[src/rtl/wb_pkg.sv]
package wb_pkg;
    localparam int CODE_W     = 8;
    localparam int ADDR_W     = 3;
    localparam int FRAME_BITS = ADDR_W + CODE_W;
    localparam logic [CODE_W-1:0] MIDSCALE = 8'h80;

    typedef struct packed {
        logic              valid;
        logic [ADDR_W-1:0] addr;
        logic [CODE_W-1:0] data;
    } wr_req_t;
endpackage

[src/rtl/wb_sync.sv]
module wb_sync #(
    parameter int STAGES = 2,
    parameter int WIDTH  = 3,
    parameter logic [WIDTH-1:0] RST_VAL = '0
) (
    input  logic             clk_i,
    input  logic             rst_ni,
    input  logic [WIDTH-1:0] async_i,
    output logic [WIDTH-1:0] sync_o
);
    logic [STAGES-1:0][WIDTH-1:0] chain_d, chain_q;

    always_comb begin
        chain_d[0] = async_i;
        for (int s = 1; s < STAGES; s++) begin
            chain_d[s] = chain_q[s-1];
        end
    end

    always_ff @(posedge clk_i or negedge rst_ni) begin
        if (!rst_ni) chain_q <= {STAGES{RST_VAL}};
        else         chain_q <= chain_d;
    end

    assign sync_o = chain_q[STAGES-1];
endmodule

[src/rtl/wb_frame_rx.sv]
module wb_frame_rx
    import wb_pkg::*;
(
    input  logic    clk_i,
    input  logic    rst_ni,
    input  logic    cs_n_s,
    input  logic    sclk_s,
    input  logic    sdi_s,
    output wr_req_t wr_o
);
    localparam int CNT_W   = $clog2(FRAME_BITS + 2);
    localparam int CNT_SAT = FRAME_BITS + 1;

    typedef struct packed {
        logic                  cs_prev;
        logic                  sclk_prev;
        logic [FRAME_BITS-1:0] shreg;
        logic [CNT_W-1:0]      cnt;
        wr_req_t               wr;
    } rx_st_t;

    rx_st_t st_d, st_q;
    logic   sclk_rise, cs_rise;

    always_comb begin
        st_d           = st_q;
        st_d.cs_prev   = cs_n_s;
        st_d.sclk_prev = sclk_s;
        st_d.wr.valid  = 1'b0;
        sclk_rise      = sclk_s && !st_q.sclk_prev;
        cs_rise        = cs_n_s && !st_q.cs_prev;

        if (cs_rise) begin
            st_d.wr.valid = (st_q.cnt == CNT_W'(FRAME_BITS));
            st_d.wr.addr  = st_q.shreg[FRAME_BITS-1 -: ADDR_W];
            st_d.wr.data  = st_q.shreg[CODE_W-1:0];
            st_d.cnt      = '0;
        end else if (cs_n_s) begin
            st_d.cnt = '0;
        end else if (sclk_rise) begin
            st_d.shreg = {st_q.shreg[FRAME_BITS-2:0], sdi_s};
            if (st_q.cnt != CNT_W'(CNT_SAT)) st_d.cnt = st_q.cnt + 1'b1;
        end
    end

    always_ff @(posedge clk_i or negedge rst_ni) begin
        if (!rst_ni) begin
            st_q           <= '0;
            st_q.cs_prev   <= 1'b1;
        end else begin
            st_q <= st_d;
        end
    end

    assign wr_o = st_q.wr;
endmodule

[src/rtl/wb_latch_bank.sv]
module wb_latch_bank
    import wb_pkg::*;
#(
    parameter int NUM_CH = 6
) (
    input  logic                           clk_i,
    input  logic                           rst_ni,
    input  logic                           preset_i,
    input  wr_req_t                        wr_i,
    output logic [NUM_CH-1:0][CODE_W-1:0]  lat_o
);
    typedef struct packed {
        logic [NUM_CH-1:0][CODE_W-1:0] lat;
    } bank_st_t;

    bank_st_t st_d, st_q;

    always_comb begin
        st_d = st_q;
        if (preset_i) begin
            st_d.lat = {NUM_CH{MIDSCALE}};
        end else if (wr_i.valid) begin
            for (int k = 0; k < NUM_CH; k++) begin
                if (32'(wr_i.addr) == k) st_d.lat[k] = wr_i.data;
            end
        end
    end

    always_ff @(posedge clk_i or negedge rst_ni) begin
        if (!rst_ni) st_q.lat <= {NUM_CH{MIDSCALE}};
        else         st_q     <= st_d;
    end

    assign lat_o = st_q.lat;
endmodule

[src/rtl/wb_out_stage.sv]
module wb_out_stage
    import wb_pkg::*;
#(
    parameter int NUM_CH = 6
) (
    input  logic                          shutdown_i,
    input  logic [NUM_CH-1:0][CODE_W-1:0] lat_i,
    output logic [NUM_CH*CODE_W-1:0]      tap_o,
    output logic [NUM_CH-1:0]             a_open_o
);
    for (genvar k = 0; k < NUM_CH; k++) begin : g_ch
        always_comb begin
            tap_o[k*CODE_W +: CODE_W] = shutdown_i ? '0 : lat_i[k];
            a_open_o[k]               = shutdown_i;
        end
    end
endmodule

[src/rtl/wiper_bank_top.sv]
module wiper_bank_top
    import wb_pkg::*;
#(
    parameter int NUM_CH      = 6,
    parameter int SYNC_STAGES = 2
) (
    input  logic                     clk_i,
    input  logic                     rst_ni,
    input  logic                     preset_i,
    input  logic                     shutdown_i,
    input  logic                     cs_ni,
    input  logic                     sclk_i,
    input  logic                     sdi_i,
    output logic [NUM_CH*CODE_W-1:0] tap_code_o,
    output logic [NUM_CH-1:0]        a_open_o
);
    logic [2:0]                    ser_s;
    wr_req_t                       wr_req;
    logic [NUM_CH-1:0][CODE_W-1:0] lat;
    logic [NUM_CH*CODE_W-1:0]      lat_flat;

    wb_sync #(.STAGES(SYNC_STAGES), .WIDTH(3), .RST_VAL(3'b100)) u_sync (
        .clk_i   (clk_i),
        .rst_ni  (rst_ni),
        .async_i ({cs_ni, sclk_i, sdi_i}),
        .sync_o  (ser_s)
    );

    wb_frame_rx u_rx (
        .clk_i  (clk_i),
        .rst_ni (rst_ni),
        .cs_n_s (ser_s[2]),
        .sclk_s (ser_s[1]),
        .sdi_s  (ser_s[0]),
        .wr_o   (wr_req)
    );

    wb_latch_bank #(.NUM_CH(NUM_CH)) u_bank (
        .clk_i    (clk_i),
        .rst_ni   (rst_ni),
        .preset_i (preset_i),
        .wr_i     (wr_req),
        .lat_o    (lat)
    );

    assign lat_flat = lat;

    wb_out_stage #(.NUM_CH(NUM_CH)) u_out (
        .shutdown_i (shutdown_i),
        .lat_i      (lat),
        .tap_o      (tap_code_o),
        .a_open_o   (a_open_o)
    );
endmodule

[config.mk]
export PLATFORM = sky130hd
export DESIGN_NAME = wiper_bank_top
export DESIGN_NICKNAME = d
export VERILOG_FILES = /design/src/rtl/wb_pkg.sv /design/src/rtl/wb_sync.sv /design/src/rtl/wb_frame_rx.sv /design/src/rtl/wb_latch_bank.sv /design/src/rtl/wb_out_stage.sv /design/src/rtl/wiper_bank_top.sv
export SDC_FILE = /design/constraint.sdc
export NUM_CORES = 1
export LEC_CHECK = 0
export BUFFER_PORTS_ARGS = -buffer_cell sky130_fd_sc_hd__buf_4
export CORE_AREA = 2 2 64 127
export DETAILED_ROUTE_END_ITERATION = 7
export DIE_AREA = 0 0 66 129
export PLACE_DENSITY = 0.74
export SYNTH_ARGS = -nofsm -noshare
export SYNTH_HDL_FRONTEND = slang
export SYNTH_SLANG_ARGS = --single-unit
[constraint.sdc]
create_clock -name clk_i -period 1.5 [get_ports clk_i]
set_clock_uncertainty 0.2 [all_clocks]
set_input_delay 0.225 -clock clk_i [delete_from_list [all_inputs] [get_ports clk_i]]
set_output_delay 0.225 -clock clk_i [all_outputs]
set_load 0.02 [all_outputs]
==> results.json, run 1 <==
{
  "cts-root-buf": "clkbuf_16",
  "route.detailed.wl_per_inst_um": 17.3,
  "n_antenna_cell": 0,
  "slew_viol_final": 0,
  "area_growth_pct": 42.3,
  "p_per_area_nw_per_um2": 1110,
  "fin_ws_ns": -0.0575,
  "initial_core_util_pct": 49.2,
  "p_int_w": 0.00435,
  "violations": "setup timing",
  "finalCritPeriodShare_pct": 104,
  "pwr-share-seq_pct": 48.8,
  "wl_mm": 8.98,
  "ys_ff_latch": 83,
  "net-switching-power_w": 0.00151,
  "place.gp.congestion": 0.738,
  "hp-class": "in -> async",
  "final_common_cell": "buf_4",
  "die_h_um": 129,
  "whs_ns": 0.148,
  "drtIter0Drc": 130,
  "via_count": 2719,
  "grt-ovfl-total": 0,
  "antenna_found_initial": 0,
  "fin_tns_setup_ns": -0.844,
  "crit_path_max_fanout": 2,
  "crit_type": "reg -> out",
  "ir_drop_mv": 0.827,
  "final-setup-viol-count": 35,
  "maxCapViolCount": 0,
  "die_x_um": 66,
  "critPathArrivalTime_ns": 1.13,
  "start_kind": "flip-flop",
  "clk_latency_ns": 0.34,
  "portBuffers": 60,
  "nets": 430,
  "core_area_um2": 7540,
  "synthCells": 321,
  "status": "complete, but fails checks",
  "r2r_start": "u_rx.wr_o[9]$_DFFE_PN0N_",
  "rr_worst_depth": 5,
  "hpwl_mm": 5.39,
  "rr_endpoint": "u_bank.lat_o[44]$_DFFE_PN0P_",
  "utilization_pct": 70.0,
  "std_cell_rows": 45,
  "synth_nets": 330,
  "relSlewSlack_pct": 72.7,
  "grt_usage_pct": 21.5,
  "ant_nets": 0,
  "required_ns": 1.07,
  "cp-endpoint": "tap_code_o[15]",
  "finalHoldViolations": 0,
  "ys_types": 30,
  "grt_max_degree": 34,
  "drive_gt1_share_pct": 46.9,
  "critPathLaunch": "u_bank.lat_o[15]$_DFFE_PN1P_",
  "ios": 61,
  "cp_slowest_cell": "dfstp_2",
  "synth_largest_area_cell": "dfrtp_1",
  "crit_chain": "nor2b_4 > buf_6",
  "r2r_setup_slack_ns": -0.04,
  "htree_levels": 3,
  "crit_path_max_incr_delay_ns": 0.54,
  "swShare_pct": 25.8,
  "synth.area.top_cells": "dfrtp_1, mux2i_1, mux2_2",
  "mostFrequentLayoutCells": "buf_4, dfrtp_1, nor2_1, mux2i_1, nand2_1",
  "setup.worst_path.end_class": "output port",
  "avgSynthCellArea_um2": 11.6,
  "num-fill-cells": 533,
  "die_area_um2": 8510,
  "syn_area_um2": 3710,
  "clk_pin_slew_ns": 0.06,
  "cts_buffer_depth": 2,
  "cts_tree": "done",
  "grt_pass1_wl_mm": 13.5,
  "worstMarginPinSlew_ns": 0.408,
  "p_leak_nw": 2.47,
  "yosysSeqAreaShare_pct": 56.3,
  "min_period_ns": 1.56,
  "clkPwrFrac_pct": 38.6,
  "yosysTopAreaCellShare_pct": 49.9,
  "cts_buffers": 9,
  "viasPerCell": 5.23,
  "drt-pass1-iter-count": 4,
  "drc": 0,
  "clkSinkCount": 83,
  "fmax_ghz": 0.642,
  "grt_pass1_vias": 2698,
  "rsz0062_at_grt": "yes",
  "yosys_warnings": 0,
  "p_comb_share_pct": 12.6
}
## critical path, delay by kind of cell, from the launching register on
kind | cells | cell delay (ns)
buffers and inverters | 1 | 0.12
flip-flops | 1 | 0.54
AND/OR/NAND/NOR | 1 | 0.14
## synth_stat cells, drive strengths merged
cell type	n
buf	14
dfrtp	74
and2b	17
nor2	33
a311oi	1
dfstp	9
a21oi	21
and4b	2
a21boi	1
and4bb	3
a211oi	1
nand3	2
nand4b	2
nor3	6
nand2	28
ha	2
nand2b	3
a31oi	1
nor4b	1
nor4	1
clkbuf	10
mux2	23
or2	1
nor2b	33
mux2i	29
inv	3
## kinds of logic after synthesis
logic type                 count (synthesis)  synth area share [%]
DFF                                       83                  56.3
adders and majority gates                  2                 0.674
buffers and inverters                     27                  4.49
and+or+nand+nor                          132                  20.1
muxes                                     52                  14.8
AOI/OAI and AO/OA                         25                  3.64
## flip-flops by register name (all words and copies together) (netlist names)
| name | count |
|---|---|
| u_bank.lat_o | 48 |
| u_rx.st_q | 17 |
| u_rx.wr_o | 12 |
| u_sync.chain_d | 3 |
| u_sync.sync_o | 3 |
## area by class of cell
class	instances	area, um^2	area share (%)
clock inverter	1	30.0	0.569
sequential	83	2090	39.6
multi-input combinational	212	1680	31.9
tap	94	118	2.23
inverter	3	11.3	0.213
timing repair buffer	112	1070	20.2
clock buffer	15	278	5.26
## power by group through the flow
stage	logic [W]	clock network [W]	registers, W
global placement	0.000482	0	0.00284
detailed placement	0.000511	0	0.00286
floorplan	0.000326	0	0.00267
global route	0.000791	0.00239	0.00289
finish	0.000738	0.00227	0.00286
CTS	0.000644	0.00228	0.00283
## metrics by stage
step | total power [W] | cell area, um^2 | cells | setup slack, ns
global placement | 0.00332 | 4370 | 472 | -0.371
detailed placement | 0.00337 | 4370 | 472 | -0.455
finish | 0.00587 | 5280 | 520 | -0.0575
floorplan | 0.00300 | 3720 | 321 | -0.0346
global route | 0.00607 | 5280 | 520 | -0.105
CTS | 0.00575 | 5010 | 507 | -0.127
## worst min-delay path by stage
stage,end,slack (ns),depth (start not counted)
after floorplan,u_bank.lat_o[0]$_DFFE_PN0P_,-0.27,0
after global placement,u_sync.sync_o[1]$_DFF_PN0_,-0.03,1
after detailed placement,u_rx.st_q[27]$_DFF_PN0_,-0.03,1
after CTS,u_rx.st_q[12]$_DFFE_PN0P_,0.15,2
after global routing,u_sync.sync_o[2]$_DFF_PN1_,0.16,0
final,u_rx.st_q[12]$_DFFE_PN0P_,0.15,2
## metal layers
metal,vias up,track usage [%],wire [um]
met5,-,0,0
met4,0,9.24,231
met3,18,4.28,315
met2,74,38.9,5100
met1,1363,23.9,3330
li1,1264,-,-
## what timing repair did
item,in CTS,in global routing
buffers inserted,11,14
gates cloned,3,1
resized for setup,36,43
endpoints found under the hold margin,92,0
pin swaps,3,4
hold buffers,5,0
setup endpoints to repair,54,87
Power figures use the tool's default switching activity.
==> run 2, diff against run 1 <==
Settings changed: ABC_AREA set to 1, CORE_AREA 2 2 64 127 to 2 2 78 135, DIE_AREA 0 0 66 129 to 0 0 80 137, PLACE_DENSITY 0.74 to unset.
==> run 2 against run 1 <==
The flow still finishes with violations (setup timing). Combinational power is 59% higher. Worst hold slack worse by 0.069 ns. Clock power is 4% higher. Synthesized cell count is 31% higher. Critical path depth is 1 higher. Final cell count is 21% higher. Register-to-register slack better by 0.11 ns. Clock-buffer cell count is 5 lower. Wire length is 15% lower. Critical path type unchanged. Critical endpoint is now tap_code_o[47].
==> results.json, run 2 <==
{
  "num-fill-cells": 1011,
  "clkSinkCount": 83,
  "multi_input_area_um2": 1190,
  "synth_common_cells": "nand2_1, dfrtp_1, inv_1",
  "total_power_w": 0.00620,
  "synth_largest_area_cell": "dfrtp_1",
  "fmax_ghz": 0.649,
  "clk_latency_ns": 0.33,
  "critPathArrivalTime_ns": 1.12,
  "async_reset_ff_share_pct": 100,
  "place.gp.congestion": 0.790,
  "hold_start": "preset_i",
  "swShare_pct": 27.2,
  "whs_endpoint": "u_bank.lat_o[6]$_DFFE_PN0P_",
  "ys_types": 28,
  "die_area_um2": 11000,
  "p_int_w": 0.00452,
  "viasPerCell": 4.40,
  "whs_ns": 0.0790,
  "maxCapViolCount": 0,
  "std_cell_rows": 48,
  "crit_path_max_fanout": 2,
  "ys_ff_latch": 83,
  "drive_gt1_share_pct": 31.9,
  "rr_worst_depth": 5,
  "setup.worst_path.end_class": "output port",
  "grt_pass1_wl_mm": 12.5,
  "hp-class": "in -> reg",
  "mostFrequentLayoutCells": "nand2_1, buf_4, dfrtp_1, inv_1, nor2_1",
  "synth-edff-count": 0,
  "synthCells": 422,
  "regArea_um2": 2090,
  "finalHoldViolations": 0,
  "drt-pass1-iter-count": 4,
  "portBuffers": 60,
  "syn_area_um2": 3760,
  "htree_levels": 3,
  "rsz0062_at_grt": "yes",
  "violations": "setup timing",
  "layout.cells.non_filler": 627,
  "synth.area.top_cells": "dfrtp_1, nand2_1, inv_1",
  "p_per_area_nw_per_um2": 1290,
  "net-switching-power_w": 0.00169,
  "worstMarginPinSlew_ns": 0.510,
  "nets": 506,
  "area_growth_pct": 27.6,
  "synth_nets": 431,
  "crit_chain": "inv_2 > nor2_1 > buf_4",
  "n_antenna_cell": 0,
  "synth_ff_type": "dfrtp_1",
  "synth.most_common_cell": "nand2_1",
  "fin_tns_setup_ns": -0.205,
  "relSlewSlack_pct": 66.0,
  "min_period_ns": 1.54,
  "final-setup-viol-count": 6,
  "hpwl_mm": 5.48,
  "status": "complete, but fails checks",
  "yosysTopAreaCellShare_pct": 49.3,
  "final_common_cell": "nand2_1",
  "grt_pass1_vias": 2693,
  "clkPwrFrac_pct": 38.1,
  "fin_ws_ns": -0.0414,
  "die_h_um": 137,
  "rr_endpoint": "u_rx.wr_o[5]$_DFFE_PN0N_",
  "route.detailed.wl_per_inst_um": 12.2,
  "crit_path_max_incr_delay_ns": 0.52,
  "initial_core_util_pct": 38.1,
  "largest_reg_flops": 48,
  "yosys_warnings": 0,
  "core_area_um2": 9850,
  "grt_usage_pct": 15.2,
  "start_kind": "flip-flop",
  "cp_slowest_cell": "dfstp_2",
  "avgSynthCellArea_um2": 8.90,
  "ant_nets": 0,
  "r2r_start": "u_sync.sync_o[2]$_DFF_PN1_",
  "min_path_cells": 4,
  "grt-ovfl-total": 0,
  "p_comb_share_pct": 18.9,
  "die_x_um": 80,
  "r2r_setup_slack_ns": 0.07,
  "ir_drop_mv": 0.656,
  "wl_mm": 7.63,
  "p_leak_nw": 2.32,
  "grt_max_degree": 35,
  "cts_buffer_depth": 2,
  "finalCritPeriodShare_pct": 103,
  "drc": 0,
  "pwr-share-seq_pct": 43.0,
  "dp_cells": 599,
  "via_count": 2758,
  "drtIter0Drc": 138,
  "cts_buffers": 9,
  "ios": 61,
  "slew_viol_final": 0,
  "crit_type": "reg -> out",
  "yosysSeqAreaShare_pct": 55.6,
  "antenna_found_initial": 0,
  "cts-root-buf": "clkbuf_16",
  "required_ns": 1.07,
  "clk_pin_slew_ns": 0.06,
  "cts_tree": "done"
}
run 2: worst max-delay path, delay by kind of cell (launching register included):
kind | cells | cell delay [ns]
AND/OR/NAND/NOR | 1 | 0.08
flip-flops | 1 | 0.52
buffers and inverters | 2 | 0.18
run 2: cells by family after synthesis:
kind of cell | synth area share (%)
buffers and inverters | 13.0
DFF | 55.6
AOI/OAI and AO/OA | 12.6
and+or+nand+nor | 18.1
adders and majority gates | 0.666
run 2: per-layer routing:
layer	vias to the layer above	share of wire, %	track usage, %
li1	1416	-	-
met1	1281	40	17.4
met2	48	54	26.6
met3	13	3.4	3.43
met4	0	2.2	7.06
met5	-	0	0
run 2: layout make-up:
type,count,share of cell area [%]
Inverter,77,6.13
Clock buffer,10,4.99
Clock inverter,6,1.85
Tap cell,125,3.26
Sequential cell,83,43.6
Multi-Input combinational cell,238,24.8
Timing Repair Buffer,88,15.4
run 2: power by group through the flow:
| stage | combinational, W | clock, W | sequential [W] |
|---|---|---|---|
| floorplan | 0.000737 | 0 | 0.00268 |
| global placement | 0.00110 | 0 | 0.00270 |
| detailed placement | 0.00113 | 0 | 0.00270 |
| CTS | 0.00117 | 0.00243 | 0.00267 |
| global route | 0.00132 | 0.00252 | 0.00270 |
| finish | 0.00117 | 0.00236 | 0.00267 |
run 2: worst max path at each step:
| stage | startpoint | endpoint | slack (ns) | cells after the start |
|---|---|---|---|---|
| 6_report | u_bank.lat_o[47]$_DFFE_PN1P_ | tap_code_o[47] | -0.04 | 3 |
| 5_1_grt | u_bank.lat_o[7]$_DFFE_PN1P_ | tap_code_o[7] | -0.08 | 3 |
| 4_1_cts | u_bank.lat_o[7]$_DFFE_PN1P_ | tap_code_o[7] | -0.08 | 3 |
| 3_5_place_dp | u_sync.sync_o[2]$_DFF_PN1_ | u_rx.wr_o[5]$_DFFE_PN0N_ | 0.07 | 5 |
| 3_3_place_gp | u_sync.sync_o[2]$_DFF_PN1_ | u_rx.wr_o[3]$_DFFE_PN0N_ | 0.10 | 5 |
| 2_1_floorplan | u_sync.sync_o[2]$_DFF_PN1_ | u_rx.wr_o[9]$_DFFE_PN0N_ | 0.03 | 6 |
run 2: through the flow:
stage	area, um^2	util (%)	setup slack, ns
after global placement	4340	44.1	0.101
after CTS	4740	48.2	-0.0766
after global routing	4790	48.7	-0.0802
final	4790	48.7	-0.0414
after floorplan	3760	-	0.0287
after detailed placement	4340	44.1	0.0749
run 2: timing repair:
| action | in CTS | in global routing |
|---|---|---|
| pin swaps | 2 | 3 |
| endpoints found under the setup margin | 7 | 15 |
| cloned | 0 | 0 |
| hold endpoints to repair | 80 | 0 |
| resized for setup | 8 | 6 |
| setup buffers | 4 | 4 |
| hold buffers | 4 | 0 |
==> run 3, diff against run 2 <==
Settings changed: CORE_AREA 2 2 78 135 to 2 2 68 119, DIE_AREA 0 0 80 137 to 0 0 70 121, PLACE_DENSITY set to 0.75.
==> run 3 against run 2 <==
The flow still finishes with violations (setup timing). Setup slack worse by 0.028 ns. Via count grew 4.9%. Sequential cell count unchanged. Critical endpoint is now tap_code_o[39]. Highest routed layer unchanged.
==> results.json, run 3 (same netlist as run 2, synthesis figures left out) <==
{
  "ant_nets": 0,
  "critPathLaunch": "u_bank.lat_o[39]$_DFFE_PN1P_",
  "ir_drop_mv": 0.735,
  "route.detailed.wl_per_inst_um": 13.1,
  "hp-class": "in -> reg",
  "fmax_ghz": 0.637,
  "portBuffers": 60,
  "rr_endpoint": "u_rx.wr_o[6]$_DFFE_PN0N_",
  "cts_buffer_depth": 2,
  "final-setup-viol-count": 6,
  "std_cell_rows": 42,
  "setup.worst_path.end_class": "output port",
  "relSlewSlack_pct": 69.5,
  "place.gp.congestion": 0.827,
  "place_ws_ns": 0.0642,
  "required_ns": 1.07,
  "largest_reg_flops": 48,
  "die_area_um2": 8470,
  "finalCritPeriodShare_pct": 105,
  "crit_path_max_incr_delay_ns": 0.52,
  "cp_slowest_cell": "dfstp_2",
  "crit_path_max_fanout": 2,
  "cts_tree": "done",
  "cts_buffers": 9,
  "via_count": 2893,
  "p_per_area_nw_per_um2": 1250,
  "critPathArrivalTime_ns": 1.14,
  "clk_latency_ns": 0.34,
  "drive_gt1_share_pct": 32.1,
  "wl_mm": 7.78,
  "mostFrequentLayoutCells": "nand2_1, buf_4, dfrtp_1, inv_1, nor2_1",
  "rr_worst_depth": 5,
  "violations": "setup timing",
  "antenna_found_initial": 0,
  "slew_viol_final": 0,
  "area_growth_pct": 26.7,
  "die_h_um": 121,
  "crit_chain": "inv_2 > nor2_1 > buf_4",
  "core_area_um2": 7460,
  "clkSinkCount": 83,
  "htree_levels": 3,
  "drtIter0Drc": 276,
  "utilization_pct": 63.8,
  "viasPerCell": 4.85,
  "drc": 0,
  "status": "complete, but fails checks",
  "initial_core_util_pct": 50.4,
  "maxCapViolCount": 0,
  "grt_usage_pct": 19.6,
  "hpwl_mm": 5.39,
  "grt-ovfl-total": 0,
  "n_antenna_cell": 0,
  "min_period_ns": 1.57,
  "grt_pass1_wl_mm": 12.8,
  "clk_pin_slew_ns": 0.06,
  "grt_max_degree": 28,
  "ios": 61,
  "cp-endpoint": "tap_code_o[39]",
  "die_x_um": 70,
  "start_kind": "flip-flop",
  "r2r_start": "u_sync.sync_o[2]$_DFF_PN1_",
  "rsz0062_at_grt": "yes",
  "grt_pass1_vias": 2750,
  "r2r_setup_slack_ns": 0.06,
  "drt-pass1-iter-count": 5,
  "worstMarginPinSlew_ns": 0.458,
  "finalHoldViolations": 0,
  "nets": 512,
  "p_leak_nw": 2.34,
  "cts-root-buf": "clkbuf_16",
  "fin_ws_ns": -0.0693,
  "crit_type": "reg -> out"
}
[run 3: stage by stage]
stage	hold slack (ns)	TNS, ns	instances	instance area [um^2]	total power [W]
after global placement	-0.0560	0	566	4340	0.00379
after CTS	0.0959	-0.301	589	4690	0.00596
final	0.0892	-0.237	596	4760	0.00595
after floorplan	-0.271	0	422	3760	0.00341
after global routing	0.132	-0.442	596	4760	0.00624
after detailed placement	-0.0539	0	566	4340	0.00384
[run 3: worst min path at each step]
stage	startpoint	to	slack (ns)	cells after the start
after floorplan	rst_ni	u_bank.lat_o[0]$_DFFE_PN0P_	-0.27	0
after global placement	rst_ni	u_rx.st_q[20]$_DFFE_PN0P_	-0.06	1
after detailed placement	rst_ni	u_rx.st_q[19]$_DFFE_PN0P_	-0.05	1
after CTS	preset_i	u_bank.lat_o[6]$_DFFE_PN0P_	0.1	4
after global routing	preset_i	u_bank.lat_o[6]$_DFFE_PN0P_	0.13	4
final	preset_i	u_bank.lat_o[6]$_DFFE_PN0P_	0.09	4
[run 3: metal layers]
layer / vias to the layer above / global-route usage [%] / share of wire (%)
li1: 1422 / - / -
met1: 1371 / 22.7 / 38
met2: 78 / 34.0 / 55
met3: 22 / 2.57 / 3.9
met4: 0 / 12.3 / 3.6
met5: - / 0 / 0
[run 3: repair_timing]
| item | 4_1_cts | 5_1_grt |
|---|---|---|
| endpoints found under the setup margin | 6 | 15 |
| buffers inserted | 3 | 7 |
| hold buffers | 4 | 0 |
| gates resized for setup | 9 | 5 |
| hold endpoints to repair | 77 | 0 |
| pin swaps | 3 | 4 |
[run 3: where the power goes]
| group | total (W) | internal [W] | switching [W] | leakage [nW] |
|---|---|---|---|---|
| clock network | 0.00207 | 0.00125 | 0.000819 | 0.143 |
| registers | 0.00267 | 0.00255 | 0.000118 | 1.08 |
| logic | 0.00121 | 0.000476 | 0.000730 | 1.12 |
| total | 0.00595 | 0.00428 | 0.00167 | 2.34 |
[run 3: area by class of cell]
cell class,instances,area [um^2]
Multi-Input combinational cell,238,1200
Tap cell,88,110
Clock buffer,14,274
Inverter,77,294
Clock inverter,2,10.0
Sequential cell,83,2090
Fill cell,625,2700
Timing Repair Buffer,94,786
[run 3: critical path: cells and delay by family (launching register included)]
kind / cells / cell delay, ns
buffers and inverters: 2 / 0.18
DFF: 1 / 0.52
and+or+nand+nor: 1 / 0.09
